### src/rtl/gpio_pkg.sv
package gpio_pkg;
  localparam int PIN_W  = 8;
  localparam int MODE_W = 3 * PIN_W;
  localparam int ADDR_W = 12;
  localparam int DATA_W = 32;

  typedef enum logic [2:0] {
    RK_CFG  = 3'd0,
    RK_DIR  = 3'd1,
    RK_DOUT = 3'd2,
    RK_DIN  = 3'd3,
    RK_FLAG = 3'd4,
    RK_ENA  = 3'd5,
    RK_MODE = 3'd6,
    RK_ACK  = 3'd7
  } reg_kind_e;

  // Byte register update: plain stores the low byte, alias uses [15:8] as a select.
  function automatic logic [PIN_W-1:0] merge_byte(input logic [PIN_W-1:0] old_v,
                                                   input logic [DATA_W-1:0] wd,
                                                   input logic alias_wr);
    logic [PIN_W-1:0] sel;
    sel = alias_wr ? wd[2*PIN_W-1:PIN_W] : {PIN_W{1'b1}};
    return (old_v & ~sel) | (wd[PIN_W-1:0] & sel);
  endfunction

  // Mode register update: alias uses the top byte as a per-pin select for all three bytes.
  function automatic logic [MODE_W-1:0] merge_mode(input logic [MODE_W-1:0] old_v,
                                                   input logic [DATA_W-1:0] wd,
                                                   input logic alias_wr);
    logic [PIN_W-1:0]  sel;
    logic [MODE_W-1:0] res;
    sel = alias_wr ? wd[DATA_W-1:DATA_W-PIN_W] : {PIN_W{1'b1}};
    for (int k = 0; k < 3; k++) begin
      res[k*PIN_W +: PIN_W] = (old_v[k*PIN_W +: PIN_W] & ~sel) | (wd[k*PIN_W +: PIN_W] & sel);
    end
    return res;
  endfunction
endpackage

### src/rtl/gpio_sync.sv
module gpio_sync #(
  parameter int W = 8
) (
  input  logic         clk,
  input  logic         rst_n,
  input  logic [W-1:0] d,
  output logic [W-1:0] q
);
  logic [W-1:0] meta_q;

  always_ff @(posedge clk or negedge rst_n) begin
    if (!rst_n) begin
      meta_q <= '0;
      q      <= '0;
    end else begin
      meta_q <= d;
      q      <= meta_q;
    end
  end
endmodule

### src/rtl/gpio_decode.sv
module gpio_decode
  import gpio_pkg::*;
#(
  parameter int PORTS = 4
) (
  input  logic [ADDR_W-1:0] addr,
  output logic              hit,
  output logic              alias_sel,
  output reg_kind_e         kind,
  output logic [1:0]        port
);
  logic aligned, in_window, port_ok, alias_ok;

  assign kind      = reg_kind_e'(addr[6:4]);
  assign port      = addr[3:2];
  assign alias_sel = addr[11];

  always_comb begin
    aligned   = (addr[1:0] == 2'b00);
    in_window = (addr[10:7] == 4'b0000);
    port_ok   = (int'(port) < PORTS);
    alias_ok  = !(alias_sel && ((kind == RK_DIN) || (kind == RK_ACK)));
    hit       = aligned && in_window && port_ok && alias_ok;
  end
endmodule

### src/rtl/gpio_port.sv
module gpio_port
  import gpio_pkg::*;
(
  input  logic              clk,
  input  logic              rst_n,
  input  logic              wr_en,
  input  logic              wr_alias,
  input  reg_kind_e         wr_kind,
  input  logic [DATA_W-1:0] wr_data,
  input  logic [PIN_W-1:0]  set_in,
  output logic [PIN_W-1:0]  cfg_q,
  output logic [PIN_W-1:0]  dir_q,
  output logic [PIN_W-1:0]  dout_q,
  output logic [PIN_W-1:0]  flag_q,
  output logic [PIN_W-1:0]  ena_q,
  output logic [MODE_W-1:0] mode_q
);
  logic [PIN_W-1:0]  cfg_d, dir_d, dout_d, flag_d, ena_d;
  logic [MODE_W-1:0] mode_d;
  logic cfg_ce, dir_ce, dout_ce, flag_ce, ena_ce, mode_ce;

  // Next-state logic
  always_comb begin
    cfg_ce  = wr_en && (wr_kind == RK_CFG);
    dir_ce  = wr_en && (wr_kind == RK_DIR);
    dout_ce = wr_en && (wr_kind == RK_DOUT);
    ena_ce  = wr_en && (wr_kind == RK_ENA);
    mode_ce = wr_en && (wr_kind == RK_MODE);

    cfg_d  = merge_byte(cfg_q,  wr_data, wr_alias);
    dir_d  = merge_byte(dir_q,  wr_data, wr_alias);
    dout_d = merge_byte(dout_q, wr_data, wr_alias);
    ena_d  = merge_byte(ena_q,  wr_data, wr_alias);
    mode_d = merge_mode(mode_q, wr_data, wr_alias);

    flag_d = flag_q;
    if (wr_en && (wr_kind == RK_FLAG)) begin
      flag_d = merge_byte(flag_q, wr_data, wr_alias);
    end else if (wr_en && (wr_kind == RK_ACK)) begin
      flag_d = flag_q & ~wr_data[PIN_W-1:0];
    end
    flag_d  = flag_d | set_in;
    flag_ce = (wr_en && ((wr_kind == RK_FLAG) || (wr_kind == RK_ACK))) || (|set_in);
  end

  // Registers
  always_ff @(posedge clk or negedge rst_n) begin
    if (!rst_n) begin
      cfg_q  <= '0;
      dir_q  <= '0;
      dout_q <= '0;
      flag_q <= '0;
      ena_q  <= '0;
      mode_q <= '0;
    end else begin
      if (cfg_ce)  cfg_q  <= cfg_d;
      if (dir_ce)  dir_q  <= dir_d;
      if (dout_ce) dout_q <= dout_d;
      if (flag_ce) flag_q <= flag_d;
      if (ena_ce)  ena_q  <= ena_d;
      if (mode_ce) mode_q <= mode_d;
    end
  end
endmodule

### src/rtl/gpio_bank.sv
module gpio_bank
  import gpio_pkg::*;
#(
  parameter int PORTS = 4,
  localparam int NPIN = PORTS * PIN_W
) (
  input  logic                    clk,
  input  logic                    rst_n,
  input  logic [ADDR_W-1:0]       bus_addr,
  input  logic                    bus_wen,
  input  logic [DATA_W-1:0]       bus_wdata,
  output logic [DATA_W-1:0]       bus_rdata,
  input  logic [NPIN-1:0]         irq_set,
  input  logic [NPIN-1:0]         pad_in,
  output logic [NPIN-1:0]         pad_do,
  output logic [NPIN-1:0]         pad_oe,
  output logic [NPIN-1:0]         pin_cfg,
  output logic [NPIN-1:0]         pin_level,
  output logic [NPIN-1:0]         irq_enable,
  output logic [PORTS*MODE_W-1:0] irq_mode,
  output logic                    irq
);
  logic      hit, alias_sel;
  reg_kind_e kind;
  logic [1:0] port;

  logic [PIN_W-1:0]  cfg_a  [PORTS];
  logic [PIN_W-1:0]  dir_a  [PORTS];
  logic [PIN_W-1:0]  dout_a [PORTS];
  logic [PIN_W-1:0]  flag_a [PORTS];
  logic [PIN_W-1:0]  ena_a  [PORTS];
  logic [MODE_W-1:0] mode_a [PORTS];
  logic [NPIN-1:0]   sta_all;
  logic [NPIN-1:0]   dout_all;

  gpio_decode #(.PORTS(PORTS)) u_dec (
    .addr      (bus_addr),
    .hit       (hit),
    .alias_sel (alias_sel),
    .kind      (kind),
    .port      (port)
  );

  gpio_sync #(.W(NPIN)) u_sync (
    .clk   (clk),
    .rst_n (rst_n),
    .d     (pad_in),
    .q     (pin_level)
  );

  for (genvar p = 0; p < PORTS; p++) begin : g_port
    logic wr_here;
    assign wr_here = bus_wen && hit && (int'(port) == p);

    gpio_port u_port (
      .clk      (clk),
      .rst_n    (rst_n),
      .wr_en    (wr_here),
      .wr_alias (alias_sel),
      .wr_kind  (kind),
      .wr_data  (bus_wdata),
      .set_in   (irq_set[p*PIN_W +: PIN_W]),
      .cfg_q    (cfg_a[p]),
      .dir_q    (dir_a[p]),
      .dout_q   (dout_a[p]),
      .flag_q   (flag_a[p]),
      .ena_q    (ena_a[p]),
      .mode_q   (mode_a[p])
    );

    assign pin_cfg   [p*PIN_W  +: PIN_W]  = cfg_a[p];
    assign pad_oe    [p*PIN_W  +: PIN_W]  = dir_a[p];
    assign dout_all  [p*PIN_W  +: PIN_W]  = dout_a[p];
    assign sta_all   [p*PIN_W  +: PIN_W]  = flag_a[p];
    assign irq_enable[p*PIN_W  +: PIN_W]  = ena_a[p];
    assign irq_mode  [p*MODE_W +: MODE_W] = mode_a[p];
  end

  assign pad_do = dout_all & pad_oe;
  assign irq    = |(sta_all & irq_enable);

  // Read multiplexer, same cycle as the address
  always_comb begin
    bus_rdata = '0;
    if (hit) begin
      unique case (kind)
        RK_CFG:  bus_rdata[PIN_W-1:0]  = cfg_a[port];
        RK_DIR:  bus_rdata[PIN_W-1:0]  = dir_a[port];
        RK_DOUT: bus_rdata[PIN_W-1:0]  = dout_a[port];
        RK_DIN:  bus_rdata[PIN_W-1:0]  = pin_level[int'(port)*PIN_W +: PIN_W];
        RK_FLAG: bus_rdata[PIN_W-1:0]  = flag_a[port];
        RK_ENA:  bus_rdata[PIN_W-1:0]  = ena_a[port];
        RK_MODE: bus_rdata[MODE_W-1:0] = mode_a[port];
        RK_ACK:  bus_rdata             = '0;
        default: bus_rdata             = '0;
      endcase
    end
  end
endmodule

### config.mk
export PLATFORM = sky130hd
export DESIGN_NAME = gpio_bank
export DESIGN_NICKNAME = d
export VERILOG_FILES = /design/src/rtl/gpio_pkg.sv /design/src/rtl/gpio_sync.sv /design/src/rtl/gpio_decode.sv /design/src/rtl/gpio_port.sv /design/src/rtl/gpio_bank.sv
export SDC_FILE = /design/constraint.sdc
export NUM_CORES = 1
export LEC_CHECK = 0
export ABC_AREA = 0
export CAP_MARGIN = 30
export CORE_UTILIZATION = 49
export CTS_CLUSTER_DIAMETER = 60
export CTS_CLUSTER_SIZE = 28
export DETAILED_ROUTE_END_ITERATION = 10
export DONT_BUFFER_PORTS = 1
export GPL_ROUTABILITY_DRIVEN = 0
export HOLD_SLACK_MARGIN = 0.06
export PLACE_DENSITY = 0.66
export SETUP_SLACK_MARGIN = 0.2
export SLEW_MARGIN = 20
export SYNTH_ARGS = -nofsm -noshare
export SYNTH_HDL_FRONTEND = slang
export SYNTH_HIERARCHICAL = 1
export SYNTH_SLANG_ARGS = --single-unit
### constraint.sdc
create_clock -name clk -period 2.5 [get_ports clk]
set_input_delay 0.5 -clock clk [delete_from_list [all_inputs] [get_ports clk]]
set_output_delay 0.5 -clock clk [all_outputs]
set_load 0.005 [all_outputs]
==> results.rst, run 1 <==
.. list-table::
   :header-rows: 1

   * - Metric
     - Value
   * - Ratio of final minimum period to clock period
     - 113%
   * - Clock latency of the later-clocked register in the worst-skew pair
     - 0.56 ns
   * - Initial Utilization
     - 50.0%
   * - Total leakage power
     - 9.71 nW
   * - RSZ-0062 raised after global routing
     - true
   * - Peak supply drop
     - 750 uV
   * - Rel. slew slack
     - 36.5%
   * - TritonCTS clock tree
     - yes
   * - Time the worst path needs with I/O delays and setup
     - 2.82 ns
   * - Power share of the sequential group
     - 50.9%
   * - Distinct cell type count of the synthesized netlist
     - 49
   * - List of cells traversed by the critical path
     - mux4_2 -> mux2_4 -> o221ai_2 -> a31oi_1 -> buf_4
   * - Violated checks
     - negative hold slack, negative setup slack
   * - Mean cell area of the mapped netlist
     - 13.5 um2
   * - Sequential cell area fraction in the yosys report
     - 50.5%
   * - Async set-or-reset flop fraction in the synthesized netlist
     - 100%
   * - Wire length after detailed routing
     - 54.4 mm
   * - Final number of max-transition violations
     - 0
   * - Worst slack on hold paths
     - -0.348 ns
   * - Routed Antenna Nets
     - 0
   * - Setup skew after layout
     - 0.00914 ns
   * - DRC violations left
     - 0
   * - Area enclosed by the die boundary
     - 33100 um2
   * - 1st-iter DRT viols
     - 850
   * - Cell internal pwr
     - 0.00794 W
   * - Die H
     - 182 um
   * - Family with the most delay on the worst path
     - multiplexers
   * - Routed via count divided by cell count
     - 6.46
   * - Overall overflow remaining after global route
     - 0
   * - Length of routed wiring on met1
     - 21.4 mm
   * - Largest net degree at the start of global routing
     - 321
   * - Run status
     - finished with violations
   * - Antenna violations before repair
     - 2
   * - Number of synthesized register bits
     - 320
   * - P&R area growth vs syn
     - 32.2%
   * - Total number of vias
     - 11404
   * - Non-filler cells, final
     - 1765
   * - Number of setup violations in the final report
     - 63
   * - Crit path largest cell delay
     - 0.52 ns
   * - GRT Resource Usage Total
     - 32.1%
   * - Switching pwr
     - 0.00248 W
   * - Die width
     - 182 um
   * - Highest metal used
     - met4
   * - Root buffer selected by CTS
     - sky130_fd_sc_hd__clkbuf_16
   * - Post-Syn Area
     - 15800 um2
   * - First-pass detailed-route iteration total
     - 7
   * - Switching Share
     - 23.8%
   * - Crit start category
     - register
   * - Global-route wire length before repair
     - 78.5 mm
   * - Maximum clock path buffer count
     - 3
   * - Count of flip-flops with a built-in enable after synthesis
     - 0
   * - Final instance area
     - 20900 um2
   * - Routed met2 length
     - 25.5 mm
   * - Met3 routed wirelength
     - 5.22 mm
   * - Crit. End Element
     - primary output
   * - Placeable core region
     - 31700 um2
   * - Pwr per Cell Area
     - 498 nW/um2
   * - Clock Pin Slew Worst Setup and Hold Paths
     - 0.08 ns
   * - Count of placed standard cells including taps
     - 1617
   * - Layout Nets
     - 1450
   * - Clock Sink Count
     - 320
   * - Depth of the CTS H-tree
     - 1
   * - Final hold viol count
     - 320
   * - Logic pwr share
     - 4.7%
   * - Dpl cell area
     - 17100 um2
   * - Count of pins on the block boundary
     - 400
   * - Wire length per cell
     - 30.8 um
   * - Clock Power Share
     - 44.4%
   * - Count of standard-cell rows
     - 65
   * - Required @ worst endpoint
     - 2.00 ns
   * - Max-Cap Viols
     - 0
   * - Count of input and output buffers
     - 0
   * - F_max
     - 355 MHz
   * - Layout fillers
     - 2318
   * - Critical path class
     - register to primary output
   * - Commonest register cell after synthesis
     - sky130_fd_sc_hd__dfrtp_1
   * - HPWL after detailed placement
     - 35.9 mm
   * - Standard cell with the maximum stage delay on the critical path
     - sky130_fd_sc_hd__mux4_2
   * - Maximum fanout along the worst path
     - 3
   * - Minimum setup slack in the final design
     - -0.316 ns
   * - Synthesized instance count
     - 1178
   * - Vias in the first global route
     - 11815
   * - Number of buffers created by CTS
     - 27
   * - Fraction of layout cells with a size suffix above 1
     - 50.4%
   * - Fraction of the core area covered by cells at the end of the flow
     - 66.0%
   * - YS warnings
     - 6
   * - Slew at the pin with the worst max-slew slack
     - 0.953 ns
   * - Arr. time, crit path
     - 2.32 ns
   * - Crit path buf inv count
     - 1
   * - Path class of the lowest-slack min-delay path
     - input port to async pin
[placed cells by master, fill, tap and decap left out, drive strengths merged, types with 8 or more instances in the layout]
cell type / Yosys / final
a22oi: 22 / 22
a311o: 32 / 32
nand2b: 64 / 64
conb: 1 / 8
nor2b: 17 / 17
dfrtp: 320 / 320
inv: 65 / 73
and4bb: 12 / 12
mux2: 234 / 234
a221oi: 33 / 33
and2: 32 / 32
nand4b: 8 / 8
dlygate4sd3: 0 / 76
o21ai: 8 / 8
mux4: 70 / 70
a21oi: 33 / 33
nand2: 106 / 106
clkbuf: 5 / 32
buf: 62 / 115
a31oi: 8 / 8
clkinv: 1 / 9
[logic make-up after synthesis]
logic type      Yosys count  share of synthesized area (%)
other cells               1                         0.0237
buf+inv                 133                           4.74
compound gates          146                           7.39
flops                   320                           50.5
mux                     305                           26.9
simple gates            273                           10.4
[per-layer routing]
metal	vias to the layer above	track usage, %
li1	4661	-
met1	5983	41.2
met2	629	50.8
met3	131	10.3
met4	0	12.1
met5	-	0
[synthesized netlist by cell type, types with 2 or more instances]
| master | number | area, um2 |
|---|---|---|
| sky130_fd_sc_hd__o221ai_1 | 6 | 52.6 |
| sky130_fd_sc_hd__buf_12 | 5 | 100 |
| sky130_fd_sc_hd__nand4_1 | 4 | 25.0 |
| sky130_fd_sc_hd__a22oi_1 | 22 | 165 |
| sky130_fd_sc_hd__nand4b_1 | 4 | 35.0 |
| sky130_fd_sc_hd__nand3b_1 | 2 | 15.0 |
| sky130_fd_sc_hd__buf_4 | 23 | 173 |
| sky130_fd_sc_hd__inv_1 | 65 | 244 |
| sky130_fd_sc_hd__a21oi_1 | 33 | 165 |
| sky130_fd_sc_hd__mux2_1 | 8 | 90.1 |
| sky130_fd_sc_hd__and4bb_2 | 8 | 100 |
| sky130_fd_sc_hd__and4_2 | 4 | 40.0 |
| sky130_fd_sc_hd__buf_6 | 7 | 78.8 |
| sky130_fd_sc_hd__nor2b_1 | 17 | 106 |
| sky130_fd_sc_hd__nand4b_2 | 4 | 60.1 |
| sky130_fd_sc_hd__o21ai_0 | 8 | 40.0 |
| sky130_fd_sc_hd__a311o_2 | 4 | 45.0 |
| sky130_fd_sc_hd__mux2_2 | 226 | 2540 |
| sky130_fd_sc_hd__and4bb_1 | 4 | 50.1 |
| sky130_fd_sc_hd__clkbuf_1 | 5 | 18.8 |
| sky130_fd_sc_hd__buf_1 | 2 | 7.51 |
| sky130_fd_sc_hd__nand2_1 | 106 | 398 |
| sky130_fd_sc_hd__buf_2 | 25 | 125 |
| sky130_fd_sc_hd__mux4_2 | 57 | 1280 |
| sky130_fd_sc_hd__nand2b_1 | 64 | 400 |
| sky130_fd_sc_hd__nor3b_1 | 2 | 15.0 |
| sky130_fd_sc_hd__nor3_1 | 2 | 10.0 |
| sky130_fd_sc_hd__or4_1 | 2 | 15.0 |
| sky130_fd_sc_hd__and3_1 | 2 | 12.5 |
| sky130_fd_sc_hd__a221oi_1 | 25 | 219 |
| sky130_fd_sc_hd__a221oi_2 | 8 | 120 |
| sky130_fd_sc_hd__mux4_1 | 13 | 342 |
| sky130_fd_sc_hd__a311o_1 | 28 | 280 |
| sky130_fd_sc_hd__a31oi_1 | 8 | 50.1 |
| sky130_fd_sc_hd__nor4b_4 | 4 | 95.1 |
| sky130_fd_sc_hd__nand3_1 | 3 | 15.0 |
| sky130_fd_sc_hd__dfrtp_1 | 320 | 8010 |
| sky130_fd_sc_hd__and2_1 | 32 | 200 |
| sky130_fd_sc_hd__nor2_1 | 6 | 22.5 |
[stage by stage]
stage / worst slack (ns) / total power, W / setup TNS [ns]
3_5_place_dp: -0.582 / 0.00571 / -92.17
6_report: -0.316 / 0.0104 / -3.06
5_1_grt: -0.351 / 0.0107 / -7.03
4_1_cts: -0.324 / 0.0104 / -2.51
2_1_floorplan: -0.315 / 0.00573 / -56.02
3_3_place_gp: -0.527 / 0.00570 / -91.00
[power groups by stage]
stage	Clock [W]	Combinational [W]	Sequential (W)
5_1_grt	0.00489	0.000501	0.00531
2_1_floorplan	0	0.000344	0.00538
3_3_place_gp	0	0.000300	0.00540
3_5_place_dp	0	0.000301	0.00540
6_report	0.00463	0.000486	0.00530
4_1_cts	0.00470	0.000444	0.00530
[timing repair]
action | in CTS | in global routing
buffers inserted | 9 | 9
hold buffers | 70 | 6
resized for setup | 314 | 165
setup endpoints to repair | 72 | 281
cloned | 0 | 1
pin swaps | 72 | 44
endpoints found under the hold margin | 403 | 326
[worst paths after layout]
path	slack (ns)	endpoint	start	depth (start not counted)
worst max-delay path	-0.32	bus_rdata[5]	register	5
worst min-delay path	-0.35	async pin	rst_n	0
worst max register to register	1.48	g_port[3].u_port/flag_q[7]	g_port[3].u_port/flag_q[7]	3
worst min register to register	0.35	u_sync/q[13]	u_sync/meta_q[13]	0
max in group asynchronous	2.03	async pin	rst_n	0
min in group clk	0.08	g_port[0].u_port/flag_q[6]	irq_set[6]	1
[final cells by class]
cell class | instances | area (um2) | area share (%)
Tap cell | 402 | 503 | 2.40
Timing Repair Buffer | 192 | 2050 | 9.78
Antenna cell | 3 | 7.51 | 0.0358
Multi-Input combinational cell | 732 | 9150 | 43.7
Inverter | 66 | 248 | 1.18
Clock buffer | 31 | 701 | 3.35
Clock inverter | 19 | 273 | 1.30
Sequential cell | 320 | 8010 | 38.3
(Power assumes the default switching activity.)
==> run 2, diff against run 1 <==
Settings changed: SLEW_MARGIN 20 to unset, SYNTH_HIERARCHICAL 1 to unset.
==> results.rst, run 2 <==
.. list-table::
   :header-rows: 1

   * - Metric
     - Value
   * - Most used standard cells in the synthesized netlist
     - sky130_fd_sc_hd__dfrtp_1 (320), sky130_fd_sc_hd__mux2_2 (207), sky130_fd_sc_hd__nor2_1 (90) (was sky130_fd_sc_hd__dfrtp_1 (320), sky130_fd_sc_hd__mux2_2 (226), sky130_fd_sc_hd__nand2_1 (106))
   * - Count of pins on the block boundary
     - 400 (unchanged)
   * - Required @ worst endpoint
     - 2.00 ns (about the same)
   * - Final hold viol count
     - 320 (unchanged)
   * - First-pass detailed-route iteration total
     - 10 (was 7)
   * - Area share of the leading cell type in the synthesized netlist
     - 51.7% (was 50.5%)
   * - Pwr per Cell Area
     - 591 nW/um2 (was 498 nW/um2)
   * - Total leakage power
     - 7.63 nW (was 9.71 nW)
   * - Fraction of layout cells with a size suffix above 1
     - 34.7% (was 50.4%)
   * - Crit path buf inv count
     - 1 (unchanged)
   * - Worst slack on hold paths
     - -0.360 ns (was -0.348 ns)
   * - Count of standard-cell rows
     - 64 (was 65)
   * - Count of input and output buffers
     - 0 (unchanged)
   * - GRT Resource Usage Total
     - 30.1% (was 32.1%)
   * - DRC violations left
     - 24 (was 0)
   * - Maximum fanout along the worst path
     - 4 (was 3)
   * - Wire length per cell
     - 28.8 um (was 30.8 um)
   * - Maximum clock path buffer count
     - 3 (unchanged)
   * - Critical path class
     - register to primary output (unchanged)
   * - Global-route wire length before repair
     - 73.4 mm (was 78.5 mm)
   * - Max-Cap Viols
     - 0 (unchanged)
   * - Layout Nets
     - 1382 (was 1450)
   * - Peak supply drop
     - 605 uV (was 750 uV)
   * - Die H
     - 180 um (was 182 um)
   * - Post-Syn Area
     - 15500 um2 (was 15800 um2)
   * - Switching Share
     - 25.1% (was 23.8%)
   * - Cell count of the worst reg-to-reg path
     - 1 (was 3)
   * - Routing layer with the top usage in global route
     - met2 (unchanged)
   * - YS warnings
     - 0 (was 6)
   * - Async set-or-reset flop fraction in the synthesized netlist
     - 100% (unchanged)
   * - Cells taking the most area after synthesis
     - sky130_fd_sc_hd__dfrtp_1 (52%), sky130_fd_sc_hd__mux2_2 (15%), sky130_fd_sc_hd__mux4_2 (9.6%), sky130_fd_sc_hd__nor3_1 (2.4%), sky130_fd_sc_hd__nor2_1 (2.2%) (was sky130_fd_sc_hd__dfrtp_1 (51%), sky130_fd_sc_hd__mux2_2 (16%), sky130_fd_sc_hd__mux4_2 (8.1%), sky130_fd_sc_hd__nand2b_1 (2.5%), sky130_fd_sc_hd__nand2_1 (2.5%))
   * - RSZ-0062 raised after global routing
     - true (unchanged)
   * - Number of buffers created by CTS
     - 28 (was 27)
   * - Number of setup violations in the final report
     - 8 (was 63)
   * - Area enclosed by the die boundary
     - 32300 um2 (was 33100 um2)
   * - 1st-iter DRT viols
     - 930 (was 850)
   * - P&R area growth vs syn
     - 15.3% (was 32.2%)
   * - Die width
     - 180 um (was 182 um)
   * - Reg2reg setup slack
     - 1.58 ns (was 1.48 ns)
   * - Number of synthesized register bits
     - 320 (unchanged)
   * - Clock latency of the later-clocked register in the worst-skew pair
     - 0.57 ns (was 0.56 ns)
   * - Arr. time, crit path
     - 2.12 ns (was 2.32 ns)
   * - Switching pwr
     - 0.00265 W (was 0.00248 W)
   * - Vias in the first global route
     - 11106 (was 11815)
   * - Setup skew after layout
     - 0.00877 ns (was 0.00914 ns)
   * - Ratio of final minimum period to clock period
     - 105% (was 113%)
   * - GRT met2 Usage
     - 48.7% (was 50.8%)
   * - GR Layer Usage met1
     - 38.3% (was 41.2%)
   * - Standard cell with the maximum stage delay on the critical path
     - sky130_fd_sc_hd__mux4_2 (unchanged)
   * - F_max
     - 382 MHz (was 355 MHz)
   * - Pwr Total
     - 0.0106 W (was 0.0104 W)
   * - Area of combinational cells with multiple inputs
     - 7210 um2 (was 9150 um2)
   * - Count of flip-flops with a built-in enable after synthesis
     - 0 (unchanged)
   * - Clock Sink Count
     - 320 (unchanged)
   * - Antenna violations before repair
     - 1 (was 2)
   * - Root buffer selected by CTS
     - sky130_fd_sc_hd__clkbuf_16 (unchanged)
   * - Wire length after detailed routing
     - 48.7 mm (was 54.4 mm)
   * - Rel. slew slack
     - -0.700% (was 36.5%)
   * - Path class of the lowest-slack min-delay path
     - input port to async pin (unchanged)
   * - Family with the most delay on the worst path
     - multiplexers (unchanged)
   * - Run status
     - finished with violations (unchanged)
   * - Sequential cell area
     - 8030 um2 (was 8010 um2)
   * - Crit path largest cell delay
     - 0.49 ns (was 0.52 ns)
   * - Distinct cell type count of the synthesized netlist
     - 50 (was 49)
   * - Minimum setup slack in the final design
     - -0.115 ns (was -0.316 ns)
   * - Count leader, synth
     - sky130_fd_sc_hd__dfrtp_1 (unchanged)
   * - Violated checks
     - design-rule violations, negative hold slack, max-slew violations, negative setup slack (was negative hold slack, negative setup slack)
   * - List of cells traversed by the critical path
     - mux4_2 -> nand2b_4 -> a32oi_2 -> a31oi_1 -> buf_4 (was mux4_2 -> mux2_4 -> o221ai_2 -> a31oi_1 -> buf_4)
   * - HPWL after detailed placement
     - 32.9 mm (was 35.9 mm)
   * - Initial Utilization
     - 50.3% (was 50.0%)
   * - Largest net degree at the start of global routing
     - 321 (unchanged)
   * - Clock Pin Slew Worst Setup and Hold Paths
     - 0.08 ns (about the same)
   * - Commonest register cell after synthesis
     - sky130_fd_sc_hd__dfrtp_1 (unchanged)
   * - Final number of max-transition violations
     - 30 (was 0)
   * - Fraction of the core area covered by cells at the end of the flow
     - 57.9% (was 66.0%)
   * - Mean cell area of the mapped netlist
     - 12.7 um2 (was 13.5 um2)
   * - Final sum of negative setup slack
     - -0.613 ns (was -3.06 ns)
   * - Sequential cell area fraction in the yosys report
     - 51.7% (was 50.5%)
   * - Routed via count divided by cell count
     - 6.40 (was 6.46)
   * - Clock Power Share
     - 45.3% (was 44.4%)
   * - Slew at the pin with the worst max-slew slack
     - 1.51 ns (was 0.953 ns)
   * - Crit. End Element
     - primary output (unchanged)
   * - Total number of vias
     - 10824 (was 11404)
   * - Power share of the sequential group
     - 50.2% (was 50.9%)
   * - Synthesized instance count
     - 1220 (was 1178)
   * - Depth of the CTS H-tree
     - 1 (unchanged)
   * - Crit start category
     - register (unchanged)
   * - Overall overflow remaining after global route
     - 0 (unchanged)
   * - Leading cell type in the layout, fill and taps excluded
     - sky130_fd_sc_hd__dfrtp_1 (unchanged)
   * - Commonest cells after routing, fill and taps aside
     - sky130_fd_sc_hd__dfrtp_1 (302), sky130_fd_sc_hd__mux2_2 (207), sky130_fd_sc_hd__nor2_1 (90) (was sky130_fd_sc_hd__dfrtp_1 (315), sky130_fd_sc_hd__mux2_4 (208), sky130_fd_sc_hd__dlygate4sd3_1 (76))
   * - Time the worst path needs with I/O delays and setup
     - 2.62 ns (was 2.82 ns)
   * - GR Util met3
     - 10.6% (was 10.3%)
   * - Routed Antenna Nets
     - 0 (unchanged)
   * - TritonCTS clock tree
     - yes (unchanged)
   * - Number of cells on the critical path
     - 5 (unchanged)
   * - Placeable core region
     - 30800 um2 (was 31700 um2)
   * - Cell type contributing the most total cell area after synthesis
     - sky130_fd_sc_hd__dfrtp_1 (unchanged)
   * - Layout fillers
     - 2421 (was 2318)
   * - Logic pwr share
     - 4.5% (was 4.7%)
   * - Cell internal pwr
     - 0.00792 W (was 0.00794 W)
-- run 2: changes by cell type in the layout (fill, tap and decap cells not counted), sizes merged, moves of 55 or more --
cell    delta
nand2     -62
nor3      +97
buf       -78
nor2      +94
inv       -57
nand2b    -55
-- run 2: metrics by stage --
step / cell area (um2) / setup WS, ns / hold slack (ns) / instances
global route: 17900 / -0.169 / -0.389 / 1690
floorplan: 15600 / 0.230 / 0.204 / 1227
CTS: 17800 / -0.139 / -0.385 / 1687
global placement: 15900 / 0.147 / 0.219 / 1562
finish: 17900 / -0.115 / -0.360 / 1690
detailed placement: 15900 / 0.160 / 0.215 / 1562
-- run 2: logic make-up (layout without fill, tap and decap cells) --
kind of cell	count (synthesis)	in the layout	synth area share, %
other cells	1	9	0.0242
buf+inv	98	164	2.96
compound gates	155	155	6.82
mux	295	295	26.1
simple gates	351	351	12.4
flops	320	320	51.7
-- run 2: routing by layer --
metal	share of wire, %	vias up
met5	0	-
met4	2.1	0
met3	11	65
met2	49	574
met1	38	5608
li1	-	4577
-- run 2: timing repair --
action                                 in CTS  in global routing
pin swaps                                  15                  8
hold buffers                               68                  2
setup endpoints to repair                   9                  9
resized for setup                          25                 24
buffers inserted                            5                  0
endpoints found under the hold margin     390                322
-- run 2: final cells by class --
class / count / area share (%)
clock inverters: 21 / 1.63
inverters: 5 / 0.105
multi-input cells: 809 / 40.4
flip-flops and latches: 320 / 45.0
clock buffers: 31 / 4.16
repair buffers: 107 / 5.96
well taps: 396 / 2.77
diodes: 1 / 0.0140
-- run 2: power by group through the flow --
stage	registers, W	clock network, W	logic (W)
floorplan	0.00538	0	0.000365
global placement	0.00540	0	0.000355
detailed placement	0.00541	0	0.000357
CTS	0.00530	0.00486	0.000462
global route	0.00531	0.00508	0.000498
finish	0.00530	0.00479	0.000474
-- run 2: how the worst max path moves through the flow --
stage / endpoint
5_1_grt: bus_rdata[4]
3_3_place_gp: bus_rdata[4]
6_report: bus_rdata[7]
4_1_cts: bus_rdata[1]
3_5_place_dp: bus_rdata[4]
2_1_floorplan: bus_rdata[13]
